### config.mk
export PLATFORM = sky130hd
export DESIGN_NAME = psm_gate_ctrl
export DESIGN_NICKNAME = d
export VERILOG_FILES = /design/src/rtl/psm_pkg.sv /design/src/rtl/psm_swclk.sv /design/src/rtl/psm_sync2.sv /design/src/rtl/psm_hyst_en.sv /design/src/rtl/psm_win_stats.sv /design/src/rtl/psm_gate_ctrl.sv
export SDC_FILE = /design/constraint.sdc
export NUM_CORES = 1
export LEC_CHECK = 0
export ABC_AREA = 1
export ABC_CLOCK_PERIOD_IN_PS = 4600
export BUFFER_PORTS_ARGS = -buffer_cell sky130_fd_sc_hd__buf_2
export CAP_MARGIN = 25
export CORE_MARGIN = 2
export CORE_UTILIZATION = 40
export CTS_CLUSTER_DIAMETER = 60
export DETAILED_ROUTE_END_ITERATION = 7
export PLACE_DENSITY = 0.57
export SLEW_MARGIN = 20
export SYNTH_ARGS = -nofsm -noshare
export SYNTH_HDL_FRONTEND = slang
export SYNTH_SLANG_ARGS = --single-unit
### constraint.sdc
create_clock -name clk -period 4.6 [get_ports clk]
set_clock_uncertainty 0.05 [all_clocks]
set_input_delay 0 -clock clk [delete_from_list [all_inputs] [get_ports clk]]
set_output_delay 0 -clock clk [all_outputs]
set_load 0.05 [all_outputs]
### src/rtl/psm_pkg.sv
// Shared definitions for the pulse-skipping gate controller.
// Assumes: nothing beyond a SystemVerilog-2017 compiler.
package psm_pkg;
    // Index of each threshold flag in the synchroniser bank.
    typedef enum int {
        FLG_LO = 0,
        FLG_HI = 1
    } flag_idx_e;

    localparam int NUM_FLAGS = 2;
endpackage

### src/rtl/psm_swclk.sv
// Switching-clock generator: a phase counter that wraps every PERIOD clocks.
// It produces a pulse that is high for the first ON_CNT phases, plus a strobe
// on the final phase of each cycle.
// Assumes: 1 <= ON_CNT < PERIOD and PERIOD >= 2.
module psm_swclk #(
    parameter int PERIOD = 250,
    parameter int ON_CNT = 105
) (
    input  logic clk,
    input  logic rst_n,
    output logic pulse,
    output logic cyc_end
);
    localparam int PH_W = $clog2(PERIOD);
    localparam logic [PH_W-1:0] PH_LAST = PH_W'(PERIOD - 1);
    localparam logic [PH_W-1:0] PH_ON   = PH_W'(ON_CNT);

    logic [PH_W-1:0] phase_q;

    // Advance the phase and wrap it at the end of the period.
    always_ff @(posedge clk) begin
        if (!rst_n)
            phase_q <= '0;
        else if (phase_q == PH_LAST)
            phase_q <= '0;
        else
            phase_q <= phase_q + PH_W'(1);
    end

    // Decode the pulse window and the last phase.
    always_comb begin
        pulse   = (phase_q < PH_ON);
        cyc_end = (phase_q == PH_LAST);
    end
endmodule

### src/rtl/psm_sync2.sv
// Two-flop synchroniser for one asynchronous level flag.
// Assumes: the flag stays stable for longer than two clocks.
module psm_sync2 (
    input  logic clk,
    input  logic rst_n,
    input  logic d,
    output logic q
);
    logic meta_q;

    // Shift the flag through two stages.
    always_ff @(posedge clk) begin
        if (!rst_n) begin
            meta_q <= 1'b0;
            q      <= 1'b0;
        end else begin
            meta_q <= d;
            q      <= meta_q;
        end
    end
endmodule

### src/rtl/psm_hyst_en.sv
// Hysteresis latch with clear priority. Also holds the enable register that
// copies the latch only at switching-cycle boundaries.
// Assumes: set/clr are already synchronous to clk.
module psm_hyst_en (
    input  logic clk,
    input  logic rst_n,
    input  logic set,
    input  logic clr,
    input  logic cyc_end,
    output logic latch_q,
    output logic en_q
);
    // Set/clear latch; the clear (above-limit) input dominates.
    always_ff @(posedge clk) begin
        if (!rst_n)
            latch_q <= 1'b0;
        else if (clr)
            latch_q <= 1'b0;
        else if (set)
            latch_q <= 1'b1;
    end

    // Copy the latch into the enable only when a new cycle starts.
    always_ff @(posedge clk) begin
        if (!rst_n)
            en_q <= 1'b0;
        else if (cyc_end)
            en_q <= latch_q;
    end
endmodule

### src/rtl/psm_win_stats.sv
// Window statistics: classifies each finished switching cycle as passed or
// skipped, using saturating counters. Publishes both totals every win_len
// cycles with a one-clock strobe.
// Assumes: en is the enable that was in force during the cycle ending at cyc_end.
module psm_win_stats #(
    parameter int WIN_W = 16,
    parameter int CNT_W = 16
) (
    input  logic             clk,
    input  logic             rst_n,
    input  logic             cyc_end,
    input  logic             en,
    input  logic [WIN_W-1:0] win_len,
    output logic [CNT_W-1:0] stat_pass,
    output logic [CNT_W-1:0] stat_skip,
    output logic             stat_valid
);
    localparam logic [CNT_W-1:0] CNT_MAX = '1;

    logic [CNT_W-1:0] pass_q, skip_q, pass_nx, skip_nx;
    logic [WIN_W-1:0] wcnt_q;
    logic [WIN_W:0]   win_eff, wcnt_p1;
    logic             win_done;

    // Saturating next counts and the end-of-window test.
    always_comb begin
        pass_nx  = (en && pass_q != CNT_MAX)  ? pass_q + CNT_W'(1) : pass_q;
        skip_nx  = (!en && skip_q != CNT_MAX) ? skip_q + CNT_W'(1) : skip_q;
        win_eff  = (win_len == '0) ? (WIN_W+1)'(1) : {1'b0, win_len};
        wcnt_p1  = {1'b0, wcnt_q} + (WIN_W+1)'(1);
        win_done = (wcnt_p1 >= win_eff);
    end

    // Accumulate per cycle; publish and restart at window end.
    always_ff @(posedge clk) begin
        if (!rst_n) begin
            pass_q     <= '0;
            skip_q     <= '0;
            wcnt_q     <= '0;
            stat_pass  <= '0;
            stat_skip  <= '0;
            stat_valid <= 1'b0;
        end else begin
            stat_valid <= 1'b0;
            if (cyc_end) begin
                if (win_done) begin
                    stat_pass  <= pass_nx;
                    stat_skip  <= skip_nx;
                    stat_valid <= 1'b1;
                    pass_q     <= '0;
                    skip_q     <= '0;
                    wcnt_q     <= '0;
                end else begin
                    pass_q <= pass_nx;
                    skip_q <= skip_nx;
                    wcnt_q <= wcnt_p1[WIN_W-1:0];
                end
            end
        end
    end
endmodule

### src/rtl/psm_gate_ctrl.sv
// Top of the pulse-skipping gate controller. Synchronises the two threshold
// flags, runs the hysteresis latch and the boundary-sampled enable, and gates
// the constant-width switching pulse. Also gathers pass/skip window statistics.
// Assumes: threshold flags come from comparators with no relation to clk.
module psm_gate_ctrl #(
    parameter int PERIOD = 250,
    parameter int ON_CNT = 105,
    parameter int WIN_W  = 16,
    parameter int CNT_W  = 16
) (
    input  logic             clk,
    input  logic             rst_n,
    input  logic             below_lo_i,
    input  logic             above_hi_i,
    input  logic [WIN_W-1:0] win_len_i,
    output logic             pulse_o,
    output logic             gate_o,
    output logic [CNT_W-1:0] stat_pass_o,
    output logic [CNT_W-1:0] stat_skip_o,
    output logic             stat_valid_o
);
    import psm_pkg::*;

    logic [NUM_FLAGS-1:0] flag_raw, flag_s;
    logic                 lo_s, hi_s, cyc_end, latch_q, en_q;

    // Gather the raw flags into the synchroniser bank.
    always_comb begin
        flag_raw[FLG_LO] = below_lo_i;
        flag_raw[FLG_HI] = above_hi_i;
        lo_s             = flag_s[FLG_LO];
        hi_s             = flag_s[FLG_HI];
    end

    for (genvar g = 0; g < NUM_FLAGS; g++) begin : g_sync
        psm_sync2 u_sync (
            .clk   (clk),
            .rst_n (rst_n),
            .d     (flag_raw[g]),
            .q     (flag_s[g])
        );
    end

    psm_swclk #(.PERIOD(PERIOD), .ON_CNT(ON_CNT)) u_swclk (
        .clk     (clk),
        .rst_n   (rst_n),
        .pulse   (pulse_o),
        .cyc_end (cyc_end)
    );

    psm_hyst_en u_hyst (
        .clk     (clk),
        .rst_n   (rst_n),
        .set     (lo_s),
        .clr     (hi_s),
        .cyc_end (cyc_end),
        .latch_q (latch_q),
        .en_q    (en_q)
    );

    psm_win_stats #(.WIN_W(WIN_W), .CNT_W(CNT_W)) u_stats (
        .clk        (clk),
        .rst_n      (rst_n),
        .cyc_end    (cyc_end),
        .en         (en_q),
        .win_len    (win_len_i),
        .stat_pass  (stat_pass_o),
        .stat_skip  (stat_skip_o),
        .stat_valid (stat_valid_o)
    );

    // Whole-pulse gating; reset forces the gate low at once.
    always_comb gate_o = pulse_o & en_q & rst_n;
endmodule

Yosys cells after proc, flatten, opt, wreduce, memory -nomap -nowiden

Index checks and enable logic that the tools add are counted.

Bits in registers: 95
Output and inout port bits: 35
Word-level logic and storage cells: 40

$add $sub $neg: 4
$lt $le $gt $ge: 2
Equal/unequal tests: 3
Mux-type cells: 7
Bitwise operators: 3
Reductions and logical operators: 8

Operator list:

| kind                                                                 | count |
|---|---|
| 16-bit 2-to-1 mux                                                    | 6 |
| 16-bit by 1-bit adder with 16-bit output, second input constant      | 2 |
| 16-bit inequality test, second input constant                        | 2 |
| 16-bit by 1-bit adder with 17-bit output, second input constant      | 1 |
| 17-bit greater-or-equal comparator                                   | 1 |
| 16-bit logical NOT                                                   | 1 |
| 8-bit by 1-bit adder with 8-bit output, second input constant        | 1 |
| 8-bit equality test, second input constant                           | 1 |
| 8-bit by 7-bit < comparator with 1-bit output, second input constant | 1 |
| 2-bit AND reduction                                                  | 2 |
| 2-bit OR reduction                                                   | 2 |
| 1-bit bitwise AND                                                    | 2 |
| 1-bit logical AND                                                    | 2 |
| 1-bit logical NOT                                                    | 1 |
| 1-bit 2-to-1 mux                                                     | 1 |
| 1-bit NOT                                                            | 1 |

Logic depth before layout (Yosys ltp)

Word-level depth: 4
Mapped depth: 20
Depth with buffers taken out: 19

Cells and area by module

A second synthesis with hierarchy kept.

Cell total of the unflattened synthesis: 876
Area total of the unflattened synthesis: 5715.5 um^2

By module, submodules not included:

| module        | times used | cells an instance | area each (um^2) | seq. area each (um^2) |
|---|---|---|---|---|
| psm_win_stats | 1          | 791               | 5067.4           | 1621.6 |
| psm_swclk     | 1          | 59                | 447.9            | 160.2 |
| psm_sync2     | 2          | 6                 | 55.1             | 40.0 |
| psm_hyst_en   | 1          | 11                | 76.3             | 40.0 |
| psm_gate_ctrl | 1          | 3                 | 13.8             | 0.0 |

Worst setup path after synthesis

No wires, ideal clock.

Kind: register -> register
From: register u_stats.wcnt_q[0]
To: register u_stats.stat_skip[10]
Setup time: 0.113 ns
Data arrival time: 2.556 ns
Slack: 1.882 ns
Cell stages (with the launch flop): 19
Buffers on the path: 1
Cell sequence: dfxtp_1 > ha_1 > nand2_1 > inv_1 > nand2_1 > nor3_1 > nand2_1 > xnor2_1 > ha_1 > a21o_1 > a21oi_1 > nand2_1 > nor2_1 > nand3_2 > nand2_1 > buf_2 > nand2_1 > nand2_1 > nor2_1

Word-level cells in the longest chain between the ends: 3

Ends and longest elaborated chain:

| item                                     | RTL line            | source |
|---|---|---|
| from (decl)                              | psm_win_stats.sv:21 | `logic [WIN_W-1:0] wcnt_q;` |
| from (signal assigned)                   | psm_win_stats.sv:56 | `wcnt_q <= wcnt_p1[WIN_W-1:0];` |
| 16-bit by 1-bit adder with 17-bit output | psm_win_stats.sv:30 | `wcnt_p1 = {1'b0, wcnt_q} + (WIN_W+1)'(1);` |
| 17-bit greater-or-equal comparator       | psm_win_stats.sv:31 | `win_done = (wcnt_p1 >= win_eff);` |
| 2-bit AND reduction (no source line)     | -                   |  |
| to (signal assigned)                     | psm_win_stats.sv:48 | `stat_skip <= skip_nx;` |
| to (decl)                                | psm_win_stats.sv:15 | `output logic [CNT_W-1:0] stat_skip,` |

Every way passes these cells.
A chain may end at the register's enable or synchronous reset.

Worst setup path after layout

From: register u_stats.wcnt_q[0]
To: register u_stats.stat_pass[5]

Word-level cells in the longest chain between the ends: 3

Ends and longest elaborated chain:

| item                                     | RTL line            | source |
|---|---|---|
| 16-bit by 1-bit adder with 17-bit output | psm_win_stats.sv:30 |  |
| 17-bit greater-or-equal comparator       | psm_win_stats.sv:31 |  |
| 2-bit AND reduction (no source line)     | -                   |  |
| to (signal assigned)                     | psm_win_stats.sv:47 | `stat_pass <= pass_nx;` |
| to (decl)                                | psm_win_stats.sv:14 | `output logic [CNT_W-1:0] stat_pass,` |

Every way passes these cells.

==> flow_summary_export.csv <==
group,metric,value,unit
final_layout,drive_above_1_share,0.101,
setup_path,crit_required,4.80,ns
clock_network,postCtsSetupRepairBufs,0,
clock_network,clk_pin_slew,0.07,ns
timing,hold_viol,0,
setup_path,end_kind,"flop",
route,ant_nets,0,
power,powerDensity,274,nW/um^2
min_path,hold_depth,3,
floorplan,die_area,14000,um^2
grt,grt_pass1_wl,21300,um
yosys,ys.flop_type,"dfxtp_1",
power,p_int,1250,uW
floorplan,core.rowCount,41,
placed_design,dp_hpwl,8770,um
grt,grt_pass1_vias,4581,
yosys,syn_area,5220,um^2
clock_network,numCtsBuffers,9,
yosys,syn_nets,834,
final_layout,nets,875,
floorplan,dieWidth,118,um
final_layout,synthToLayoutAreaGrowth,13.5,%
timing,final.min_clock_period,3.26,ns
final_layout,stdcell_count,1010,
yosys,synth_top_area_share,0.364,
run,maxCapViolations,0,
floorplan,ioPinCount,55,
floorplan,core,12700,um^2
yosys,synthTopCellsByArea,"dfxtp_1 36%, nand2_1 17%, nor2_1 8.3%",
timing,tightest_slew,0.803,ns
timing,max_freq,306,MHz
clock_network,post_cts_resized,0,
yosys,synth_cells,792,
route,drt_first_pass_iters,4,
power,switchingPower,375,uW
setup_path,arrival,3.46,ns
yosys,synth_seq_area_share,0.364,
power,switching_share,0.232,
setup_path,critical_path_class,"reg2reg",
timing,setup_viol,0,
yosys,ys_types,28,
yosys,netlist_top_cells_count,"236 x nand2_1, 115 x nor2_1, 95 x dfxtp_1, 76 x inv_1, 67 x nand3_1",
route,drc,0,
timing,relSlewSlack,0.463,
floorplan,initial_core_util,0.412,
timing,setup_tns,0,ns
timing,slew_violations,0,
grt,met3_usage,0.0497,
grt,busiest_layer,"met2",
grt,use_met1,0.230,
timing,rsz0062_at_grt,"no",
min_path,hp-class,"in2reg",
timing,fin_crit_sh,0.710,
setup_path,r2r-end,"u_stats.stat_pass[5]$_SDFFE_PN0P_",
clock_network,tritoncts,"done",
setup_path,crit_fanout,23,
route,initialDrtViolationCount,205,
grt,grt_max_degree,46,
power,p_leak,0.00279,uW
grt,grt_overflow_total,0,
final_layout,diodes,0,
min_path,hold_start,"rst_n",
placed_design,numPlacedInstances,992,
route,wl_per_cell,12.4,um
placed_design,place_congestion,0.855,
setup_path,reg2reg_setup_slack,1.34,ns
route,wirelength,12600,um
grt,grt_usage,0.186,
power,p_comb_frac,0.033,
yosys,yosysWarnings,0,
grt,antenna_found_initial,0,
yosys,async_flop_share,0,
clock_network,clkSinkCount,95,
setup_path,startpoint_type,"flop",
run_status,status,"finished clean",
route,via_count,4850,
power,seqPwrFrac,0.511,
yosys,ys_ff_latch,95,
setup_path,r2r_start,"u_stats.wcnt_q[0]$_SDFFE_PN0N_",
grt,use_met2,0.318,
floorplan,die_h,118,um
power,power_frac_clock,0.456,
route,viasPerCell,4.80,
setup_path,rr_worst_depth,17,
clock_network,insertion_delay,0.35,ns
min_path,min_to,"g_sync[0].u_sync.meta_q$_SDFF_PN0_",
yosys,yosysTopAreaCell,"dfxtp_1",
clock_network,cts_max_level,3,
yosys,synth_area_per_cell,6.59,um^2
clock_network,root_buffer,"clkbuf_16",
yosys,synth_most_common_cell,"nand2_1",
yosys,synth-edff-count,0,
placed_design,io_buffers,54,
power,peakVddDrop,0.000301,V
clock_network,clk_path_buf_depth,2,
kinds of logic (layout without fill, tap and decap cells):
| logic type | Yosys count | in the layout | synth area share |
|---|---|---|---|
| DFF | 95 | 95 | 0.364 |
| AOI/OAI and AO/OA | 76 | 76 | 0.0762 |
| xor gates and xnor gates | 34 | 34 | 0.0571 |
| buffers and inverters | 110 | 156 | 0.0832 |
| and+or+nand+nor | 455 | 455 | 0.366 |
| adders and majority gates | 22 | 22 | 0.0527 |
stage by stage:
step / setup slack, ns / hold WS [ns] / util / total power, uW / cell area (um^2)
after global placement: 1.37 / 0.139 / 0.442 / 898 / 5610
after CTS: 1.26 / 0.118 / 0.467 / 1640 / 5920
after floorplan: 1.88 / 0.0476 / - / 880 / 5220
after detailed placement: 1.30 / 0.150 / 0.442 / 900 / 5610
after global routing: 0.895 / 0.169 / 0.467 / 1680 / 5920
final: 1.34 / 0.128 / 0.467 / 1620 / 5920
area by class of cell:
class | instances | area [um^2]
repair buffers | 61 | 328
fillers | 1330 | 6750
inverters | 79 | 297
well taps | 172 | 215
clock buffers | 11 | 253
clock inverters | 5 | 41.3
flip-flops and latches | 95 | 1900
multi-input cells | 587 | 2890
flip-flops by register name, summed over array words and instances (netlist names):
register,cells
u_stats.pass_q,16
u_stats.skip_q,16
u_stats.stat_pass,16
u_stats.stat_skip,16
u_stats.wcnt_q,16
u_swclk.phase_q,8
g_sync.u_sync.meta_q,2
g_sync.u_sync.q,2
u_hyst.en_q,1
u_hyst.latch_q,1
u_stats.stat_valid,1
critical path: stages, from the launching register on:
cell,delay [ns]
dfxtp_1,0.40
ha_1,0.19
nand2_1,0.07
inv_1,0.07
nand2_1,0.07
nor3_1,0.28
nand2_1,0.11
xnor2_1,0.20
ha_1,0.27
a21o_1,0.18
a21oi_1,0.13
nand2_1,0.07
nor2_1,0.10
nand3_2,0.11
nand2_1,0.58
nand2_1,0.13
nand2_1,0.10
nor2_1,0.05
per-layer routing:
layer / share of wire / up-vias / wire length (um)
met5: 0 / - / 0
met4: 0.017 / 0 / 218
met3: 0.054 / 14 / 679
met2: 0.47 / 87 / 5930
met1: 0.46 / 2155 / 5730
li1: - / 2594 / -
power groups by stage:
stage,clock [uW],combinational (uW),sequential [uW]
final,739,52.7,829
after CTS,759,53.7,829
after global placement,0,50.8,848
after floorplan,0,32.7,847
after global routing,791,61.6,829
after detailed placement,0,51.9,848
cells in the final DEF, fill, tap and decap left out, drive strengths merged:
cell	Yosys	routed
nand2	237	237
a21o	2	2
nand4	11	11
dfxtp	95	95
a311oi	1	1
nor2	115	115
a41o	1	1
nor4	5	5
nor3	5	5
xor2	21	21
nor3b	3	3
or2	2	2
clkbuf	9	11
inv	79	80
nand3	68	68
dlygate4sd3	0	2
a21oi	34	34
clkinv	0	2
nand3b	9	9
buf	22	59
ha	22	22
clkinvlp	0	2
o21ai	38	38
xnor2	13	13
repair_timing:
item	CTS	global route
setup endpoints to repair	0	0
hold endpoints to repair	2	0
hold buffers	2	0
worst max path at each step:
stage	startpoint	endpoint	slack (ns)	cells after the start
finish	u_stats.wcnt_q[0]$_SDFFE_PN0N_	u_stats.stat_pass[5]$_SDFFE_PN0P_	1.34	17
global route	u_stats.wcnt_q[0]$_SDFFE_PN0N_	u_stats.stat_skip[10]$_SDFFE_PN0P_	0.89	19
CTS	u_stats.wcnt_q[0]$_SDFFE_PN0N_	u_stats.stat_pass[5]$_SDFFE_PN0P_	1.26	17
detailed placement	u_stats.wcnt_q[0]$_SDFFE_PN0N_	u_stats.stat_pass[5]$_SDFFE_PN0P_	1.30	17
global placement	u_stats.wcnt_q[0]$_SDFFE_PN0N_	u_stats.stat_pass[9]$_SDFFE_PN0P_	1.37	16
floorplan	u_stats.wcnt_q[0]$_SDFFE_PN0N_	u_stats.stat_skip[10]$_SDFFE_PN0P_	1.88	18
(Power assumes the default switching activity.)
